File: src/rtl/combiner_pkg.sv
package combiner_pkg;
  localparam int GRP_W  = 8;
  localparam int LANES  = 4;
  localparam int WORD_W = GRP_W * LANES;

  typedef enum logic [1:0] {
    REG_EN_SET = 2'd0,
    REG_EN_CLR = 2'd1,
    REG_RSVD   = 2'd2,
    REG_STATUS = 2'd3
  } reg_sel_e;

  function automatic int bank_count(int groups);
    return (groups + LANES - 1) / LANES;
  endfunction

  // byte lanes that hold a real group in bank b
  function automatic logic [WORD_W-1:0] lane_mask(int groups, int b);
    logic [WORD_W-1:0] m;
    m = '0;
    for (int l = 0; l < LANES; l++)
      if (b * LANES + l < groups) m[l*GRP_W +: GRP_W] = '1;
    return m;
  endfunction
endpackage

File: src/rtl/combiner_reg_decode.sv
module combiner_reg_decode
  import combiner_pkg::*;
#(
  parameter int NUM_BANKS = 5,
  parameter int ADDR_W    = 8,
  localparam int BANK_W   = ADDR_W - 4
) (
  input  logic              bus_en_i,
  input  logic              bus_we_i,
  input  logic [ADDR_W-1:0] bus_addr_i,
  output logic [NUM_BANKS-1:0] set_stb_o,
  output logic [NUM_BANKS-1:0] clr_stb_o,
  output logic [NUM_BANKS-1:0] rd_bank_o,
  output reg_sel_e          rd_sel_o,
  output logic              rd_stb_o
);
  logic [BANK_W-1:0] bank;
  reg_sel_e          sel;

  assign bank     = bus_addr_i[ADDR_W-1:4];
  assign sel      = reg_sel_e'(bus_addr_i[3:2]);
  assign rd_sel_o = sel;
  assign rd_stb_o = bus_en_i && !bus_we_i;

  always_comb begin
    set_stb_o = '0;
    clr_stb_o = '0;
    rd_bank_o = '0;
    for (int b = 0; b < NUM_BANKS; b++) begin
      if (bank == BANK_W'(b)) begin
        rd_bank_o[b] = 1'b1;
        set_stb_o[b] = bus_en_i && bus_we_i && (sel == REG_EN_SET);
        clr_stb_o[b] = bus_en_i && bus_we_i && (sel == REG_EN_CLR);
      end
    end
  end
endmodule

File: src/rtl/combiner_enable_bank.sv
module combiner_enable_bank
  import combiner_pkg::*;
#(
  parameter logic [WORD_W-1:0] VALID = '1
) (
  input  logic              clk_i,
  input  logic              rst_ni,
  input  logic              set_stb_i,
  input  logic              clr_stb_i,
  input  logic [WORD_W-1:0] wdata_i,
  output logic [WORD_W-1:0] en_o
);
  logic [WORD_W-1:0] en_q, set_m, clr_m;

  assign set_m = set_stb_i ? wdata_i : '0;
  assign clr_m = clr_stb_i ? wdata_i : '0;

  // clear has priority over set
  always_ff @(posedge clk_i or negedge rst_ni) begin
    if (!rst_ni) en_q <= '0;
    else         en_q <= (en_q | set_m) & ~clr_m & VALID;
  end

  assign en_o = en_q;
endmodule

File: src/rtl/combiner_group_or.sv
module combiner_group_or
  import combiner_pkg::*;
(
  input  logic             clk_i,
  input  logic             rst_ni,
  input  logic [GRP_W-1:0] pend_i,
  output logic             irq_o
);
  always_ff @(posedge clk_i or negedge rst_ni) begin
    if (!rst_ni) irq_o <= 1'b0;
    else         irq_o <= |pend_i;
  end
endmodule

File: src/rtl/irq_group_combiner.sv
module irq_group_combiner
  import combiner_pkg::*;
#(
  parameter int NUM_GROUPS = 20,
  parameter int ADDR_W     = 8,
  localparam int NUM_IN    = NUM_GROUPS * GRP_W,
  localparam int NUM_BANKS = bank_count(NUM_GROUPS),
  localparam int FLAT_W    = NUM_BANKS * WORD_W
) (
  input  logic              clk_i,
  input  logic              rst_ni,
  input  logic              bus_en_i,
  input  logic              bus_we_i,
  input  logic [ADDR_W-1:0] bus_addr_i,
  input  logic [31:0]       bus_wdata_i,
  output logic [31:0]       bus_rdata_o,
  input  logic [NUM_IN-1:0] irq_i,
  output logic [NUM_GROUPS-1:0] grp_irq_o
);
  logic [NUM_BANKS-1:0] set_stb, clr_stb, rd_bank;
  reg_sel_e             rd_sel;
  logic                 rd_stb;
  logic [FLAT_W-1:0]    en_flat, irq_pad, status_flat;
  logic [WORD_W-1:0]    rd_word;
  logic [31:0]          rdata_q;

  combiner_reg_decode #(.NUM_BANKS(NUM_BANKS), .ADDR_W(ADDR_W)) u_decode (
    .bus_en_i  (bus_en_i),
    .bus_we_i  (bus_we_i),
    .bus_addr_i(bus_addr_i),
    .set_stb_o (set_stb),
    .clr_stb_o (clr_stb),
    .rd_bank_o (rd_bank),
    .rd_sel_o  (rd_sel),
    .rd_stb_o  (rd_stb)
  );

  for (genvar b = 0; b < NUM_BANKS; b++) begin : g_bank
    combiner_enable_bank #(.VALID(lane_mask(NUM_GROUPS, b))) u_en (
      .clk_i    (clk_i),
      .rst_ni   (rst_ni),
      .set_stb_i(set_stb[b]),
      .clr_stb_i(clr_stb[b]),
      .wdata_i  (bus_wdata_i),
      .en_o     (en_flat[b*WORD_W +: WORD_W])
    );
  end

  always_comb begin
    irq_pad = '0;
    irq_pad[NUM_IN-1:0] = irq_i;
  end

  assign status_flat = irq_pad & en_flat;

  for (genvar g = 0; g < NUM_GROUPS; g++) begin : g_grp
    combiner_group_or u_or (
      .clk_i (clk_i),
      .rst_ni(rst_ni),
      .pend_i(status_flat[g*GRP_W +: GRP_W]),
      .irq_o (grp_irq_o[g])
    );
  end

  always_comb begin
    rd_word = '0;
    for (int b = 0; b < NUM_BANKS; b++) begin
      if (rd_bank[b]) begin
        unique case (rd_sel)
          REG_EN_SET: rd_word = en_flat[b*WORD_W +: WORD_W];
          REG_STATUS: rd_word = status_flat[b*WORD_W +: WORD_W];
          default:    rd_word = '0;
        endcase
      end
    end
  end

  always_ff @(posedge clk_i or negedge rst_ni) begin
    if (!rst_ni)     rdata_q <= '0;
    else if (rd_stb) rdata_q <= rd_word;
  end

  assign bus_rdata_o = rdata_q;
endmodule

File: config.mk
export PLATFORM = sky130hd
export DESIGN_NAME = irq_group_combiner
export DESIGN_NICKNAME = d
export VERILOG_FILES = /design/src/rtl/combiner_pkg.sv /design/src/rtl/combiner_reg_decode.sv /design/src/rtl/combiner_enable_bank.sv /design/src/rtl/combiner_group_or.sv /design/src/rtl/irq_group_combiner.sv
export SDC_FILE = /design/constraint.sdc
export NUM_CORES = 1
export LEC_CHECK = 0
export BUFFER_PORTS_ARGS = -buffer_cell sky130_fd_sc_hd__buf_2
export CORE_AREA = 8 8 141 196
export CTS_CLUSTER_SIZE = 25
export DETAILED_ROUTE_END_ITERATION = 8
export DIE_AREA = 0 0 149 204
export GPL_TIMING_DRIVEN = 0
export PLACE_DENSITY_LB_ADDON = 0.25
export SLEW_MARGIN = 5
export SYNTH_ARGS = -nofsm -noshare
export SYNTH_HDL_FRONTEND = slang
export SYNTH_SLANG_ARGS = --single-unit
File: constraint.sdc
create_clock -name clk_i -period 1.2 [get_ports clk_i]
set_input_delay 0.18 -clock clk_i [delete_from_list [all_inputs] [get_ports clk_i]]
set_output_delay 0.18 -clock clk_i [all_outputs]
set_load 0.02 [all_outputs]
* Yosys cells after proc, flatten, opt, wreduce, memory -nomap -nowiden
Index checks and enable logic that the tools add are counted.
** Word-level totals
- Register bits :: 212
- Latch bits :: 0
- RAM bits :: 0
- Memory bits (read-only) :: 0
- Input bits :: 204
- Output and inout port bits :: 52
- Logic and storage cells :: 110
- Memories kept :: 0
** Cells by class
- Add/sub/neg operators :: 0
- Multiply operators :: 0
- Divide/modulo/power cells :: 0
- Order comparisons :: 0
- Equality and inequality tests :: 6
- Shift operators :: 0
- Muxes and demuxes :: 35
- Bitwise logic cells :: 16
- Reduce and logical (&&, ||, !) cells :: 27
** Operator list (number)
- 32-bit two-way mux :: 15
- 32-bit one-hot mux with 2 select lines :: 5
- 160-bit AND :: 1
- 32-bit AND :: 5
- 32-bit inverter :: 5
- 32-bit OR :: 5
- 8-bit OR reduction :: 20
- 1-bit two-way mux :: 15
- 4-bit by 2-bit == test with 1-bit output, second input constant :: 2
- 4-bit by 1-bit == test with 1-bit output, second input constant :: 1
- 4-bit by 3-bit == test with 1-bit output, second input constant :: 1
- 1-bit logical AND :: 4
- 4-bit zero test :: 1
- 2-bit by 1-bit == test with 1-bit output, second input constant :: 1
- 2-bit == test, second input constant :: 1
- 2-bit zero test :: 1
- 1-bit zero test :: 1

* Longest topological paths before layout
- Depth after elaboration :: 7
- Depth in mapped cells :: 9
- Gate-level depth less buffers :: 6

* Modules after synthesis
From an unflattened synthesis, not the netlist that was laid out.
** Second synthesis, totals
- Cells, all modules :: 1393
- Area total of the unflattened synthesis :: 12190.4 µm²
** Modules (own cells, without submodules)
- combiner_enable_bank :: instances 5, cells an instance 102, area an instance 1169.9 µm², sequential area each 800.8 µm²
- irq_group_combiner :: instances 1, cells an instance 778, area an instance 5353.9 µm², sequential area each 800.8 µm²
- combiner_group_or :: instances 20, cells an instance 4, area an instance 41.3 µm², sequential area each 25.0 µm²
- combiner_reg_decode :: instances 1, cells an instance 25, area an instance 161.4 µm², sequential area each 0.0 µm²

* Worst setup path after synthesis
No wires, ideal clock.
- Kind :: input -> register
- From :: input port bus_addr_i[2]
- To :: register rdata_q[10] (netlist: bus_rdata_o[10])
- Library setup time :: 0.125 ns
- Arrival time :: 1.341 ns
- Required time :: 1.075 ns
- Slack :: -0.266 ns
- Cell stages on the path :: 9
- Buffers on the path :: 3
- Path through :: inv_1 -> ha_1 -> buf_2 -> buf_2 -> buf_2 -> o211ai_1 -> o21ai_0 -> a22oi_1 -> a21oi_1
** Between the ends
- Word-level cells in the longest chain between the ends :: 7
- Elaborated cells on any way between the ends :: 12
- Classes of those cells :: eq/ne: 1; mux: 10; reduce/logical: 1
** RTL lines
- start: declaration :: RTL line irq_group_combiner.sv:14 : input logic [ADDR_W-1:0] bus_addr_i,
- 2-bit == test or 2-bit zero test (tied branches) :: RTL line irq_group_combiner.sv:69 : unique case (rd_sel)
- 32-bit one-hot mux with 2 select lines :: RTL line irq_group_combiner.sv:69
- 32-bit two-way mux (4 in a row) :: RTL line irq_group_combiner.sv:68 : if (rd_bank[b]) begin
- 32-bit two-way mux * :: RTL line irq_group_combiner.sv:68
- end signal: assignment :: RTL line irq_group_combiner.sv:80 : else if (rd_stb) rdata_q <= rd_word;
- end: declaration :: RTL line irq_group_combiner.sv:25 : logic [31:0] rdata_q;
Mark *: on every way between the ends. The rest lies on a longest branch, timed or not.
A chain may end at the register's enable or synchronous reset.

* Worst setup path in the final report
- From :: register rdata_q[12] (netlist: bus_rdata_o[12])
- To :: output port bus_rdata_o[12]
** RTL lines
- end: declaration :: RTL line irq_group_combiner.sv:16 : output logic [31:0] bus_rdata_o,
No word-level cell between the ends.

==> impl_metrics.py <==
metrics = {
    "timing": {
        "setup-tns-final_ns": -1.513,
        "setup_skew_ns": 0.01009,
        "achievable-frequency_ghz": 0.7799,
        "drv_slew": 0,
        "finalWorstPathRequiredPeriod_ns": 1.282,
        "timing_worst_slew_pin_value_ns": 0.8081,
        "relSlewSlack": 0.4612,
        "final_critical_path_setup_slack_ns": -0.08225,
        "finalSetupViolations": 56,
        "layout_worst_path_cycle_share": 1.069,
        "worst_hold_slack_ns": -0.3385,
        "hold_viol_final": 100,
        "rsz_0062_raised_after_global_routing": "yes",
    },
    "final_layout": {
        "highest_count_cells_in_the_layout_ignoring_fill_and_taps": "324 x sky130_fd_sc_hd__a21oi_1, 211 x sky130_fd_sc_hd__dfrtp_1, 179 x sky130_fd_sc_hd__buf_2",
        "final_common_cell": "sky130_fd_sc_hd__a21oi_1",
        "final_core_area_utilization": 0.6371,
        "layout-drive-gt1-share": 0.3241,
        "nFillCells": 2064,
        "num_antenna_cells": 0,
        "areaGrowthSynthToFinish_pct": 44.65,
        "layout.cells.non_filler": 1939,
        "layout.nets": 1812,
    },
    "logic_synthesis": {
        "largest_family_of_logic_cells_by_synthesized_area": "compound AO/OA/AOI/OAI gates",
        "post_synth_xor_area_fraction": 0,
        "synth_fp_nets": 1426,
        "ys_types": 23,
        "synth_seq_area_share": 0.4845,
        "syn-cell-area_um2": 10950,
        "yosys.area.top_type": "sky130_fd_sc_hd__dfrtp_1",
        "synth_compound_area_frac": 0.4059,
        "synth_fa_ha_area_frac": 0.003428,
        "synth.top_cells.by_area": "sky130_fd_sc_hd__dfrtp_1 48%, sky130_fd_sc_hd__a21oi_1 19%, sky130_fd_sc_hd__a22oi_1 9.9%, sky130_fd_sc_hd__o21ai_0 7.3%, sky130_fd_sc_hd__o211ai_1 4.4%",
        "portion_of_synthesized_cell_area_occupied_by_the_leading_cell_type": 0.4845,
        "synthesis.instances": 1219,
        "synthesis.area_per_instance_um2": 8.983,
        "ys_ff_latch": 212,
        "synth.area.mux_share": 0,
        "synth-simple-area-share": 0.02742,
        "synth_warnings": 0,
    },
    "power": {
        "worst_ir_drop_vdd_v": 0.001029,
        "pwr-share-seq": 0.437,
        "clockPowerShare": 0.372,
        "combinationalPowerShare": 0.190,
        "power.share.switching": 0.2919,
        "p_int_mw": 13.43,
        "power_mw": 18.97,
        "switchingPower_mw": 5.537,
        "power.density_nw_per_um2": 1198,
        "power.leakage_nw": 6.753,
    },
    "critical_path": {
        "crit_path_cell_trace": "buf_6",
        "critPathCaptureType": "primary output",
        "critical_path.max_fanout": 3,
        "cpPeakStageDelay_ns": 0.44,
        "crit_type": "reg2out",
        "critPathSlowestCell": "sky130_fd_sc_hd__dfrtp_2",
        "regToRegStartpoint": "g_bank[1].u_en.en_o[23]",
        "cp.buffers_inverters": 1,
        "startpoint_type_of_the_worst_setup_path": "flip-flop",
        "timing.critical_path.from": "bus_rdata_o[12]",
        "worst-endpoint-required_ns": 1.02,
        "arrival_ns": 1.10,
        "cpLargestDelayFamily": "flip-flops",
    },
    "detailed_routing": {
        "wl_per_cell_um": 24.96,
        "routed_wl_um": 48400,
        "detail_route.iter0.violations": 1304,
        "per_cell_via_count_in_the_routed_design": 6.296,
        "detail_route.drc_violations": 0,
        "detail_route.first_pass.iterations": 6,
        "number_of_vias_in_the_routed_layout": 12210,
        "postRouteAntennaNets": 0,
    },
    "cts": {
        "cts-buffers-inserted": 22,
        "cts_tree": "built",
        "clockBufferDepth": 3,
        "clk_tree_root_cell": "sky130_fd_sc_hd__clkbuf_16",
        "sinks_on_the_clock_net": 212,
        "clock_insertion_delay_worst_skew_ns": 0.52,
        "clk_pin_slew_ns": 0.07,
        "cts-htree-levels": 1,
    },
    "grt": {
        "grt.met1_usage": 0.3603,
        "pin_count_of_the_biggest_net_entering_global_routing": 113,
        "via_count_of_the_first_global_routing_pass": 12160,
        "grt_use_met2": 0.5049,
        "globalRouteOverflowTotal": 0,
        "first_pass_grt_wire_length_um": 70210,
        "grt_antenna_before_repair": 2,
        "top_usage_layer": "met2",
        "groute.layer.met3.usage": 0.05052,
        "total_global_route_track_usage": 0.3008,
    },
    "outcome": {
        "outcome": "finished with violations",
        "failed_checks": "hold timing, setup timing",
    },
    "die": {
        "floorplan.die.height_um": 204,
        "core_area_um2": 24860,
        "start_util": 0.4404,
        "fp.dieW_um": 149,
        "top_level_ports": 256,
        "num_rows": 69,
        "die_area_um2": 30400,
    },
    "placement": {
        "gp_congestion": 0.9501,
        "placed_cells_incl_taps": 1759,
        "port-buffer-count": 220,
        "dp_slack_ns": -0.9035,
        "hpwl_after_detailed_placement_um": 33830,
    },
    "run": {
        "drv_cap": 0,
    },
    "min_path": {
        "hold_path_class": "in2async",
    },
}
-- per-layer routing --
layer,share of wire,wire length (µm),up-vias
li1,-,-,5359
met1,0.36,17460,5895
met2,0.49,23790,779
met3,0.088,4249,170
met4,0.059,2873,4
met5,0.00048,23,-
-- registers in the layout (all words and copies together) (netlist names) --
signal            flops
g_bank.u_en.en_o    160
bus_rdata_o          32
g_grp.u_or.irq_o     20
-- through the flow --
stage | instance area (µm²) | hold slack [ns]
after floorplan | 11440 | -0.1156
after global placement | 12940 | 0.4287
after detailed placement | 12970 | 0.2744
after CTS | 15280 | -0.2643
after global routing | 15840 | -0.2320
final | 15840 | -0.3385
-- power groups by stage --
| stage | clock network [mW] | registers [mW] | logic [mW] |
|---|---|---|---|
| CTS | 7.07 | 8.27 | 3.45 |
| detailed placement | 0 | 8.34 | 3.15 |
| finish | 7.07 | 8.30 | 3.61 |
| global route | 7.36 | 8.35 | 3.86 |
| floorplan | 0 | 8.23 | 1.87 |
| global placement | 0 | 8.33 | 3.09 |
-- path summary, 6_finish.rpt --
path / to / cells after the start / slack [ns]
min reg2reg: g_grp[5].u_or.irq_o / 2 / 0.53
max in group asynchronous: g_bank[4].u_en.en_o[16] / 2 / 0.45
min in group clk_i: g_grp[1].u_or.irq_o / 3 / 0
min: g_grp[4].u_or.irq_o / 1 / -0.34
max: bus_rdata_o[12] / 1 / -0.08
max reg2reg: bus_rdata_o[23] / 4 / 0.04
-- final cells by class --
type	instances	area, µm²	area share
Clock buffer	33	673.1	0.04250
Inverter	34	145.1	0.009163
Clock inverter	6	55.05	0.003476
Tap cell	319	399.1	0.02520
Multi-Input combinational cell	829	5300	0.3346
Timing Repair Buffer	385	3099	0.1957
Buffer	121	862.1	0.05442
Sequential cell	212	5306	0.3350
-- kinds of logic after synthesis --
group                      count (synthesis)
DFF                                      212
buffers and inverters                    178
AOI/OAI and AO/OA                        784
and+or+nand+nor                           42
adders and majority gates                  3
-- repair_timing --
item,CTS,global route
setup endpoints to repair,177,138
hold buffers,100,1
hold endpoints to repair,118,101
setup buffers,36,21
pin swaps,10,31
gates resized for setup,149,96
gates cloned,1,5
-- Yosys cell counts (all sizes together) --
cell and number:
a21oi 416, dfrtp 212, o21ai 160, a22oi 144, buf 85, o211ai 64
clkbuf 59, inv 34, nand4 22, nor2 8, nor3 4, ha 3
and4 2, nand3 2, nand2b 1, nor4b 1, or3 1, or3b 1
No activity file was read; power rests on OpenSTA's default activity.
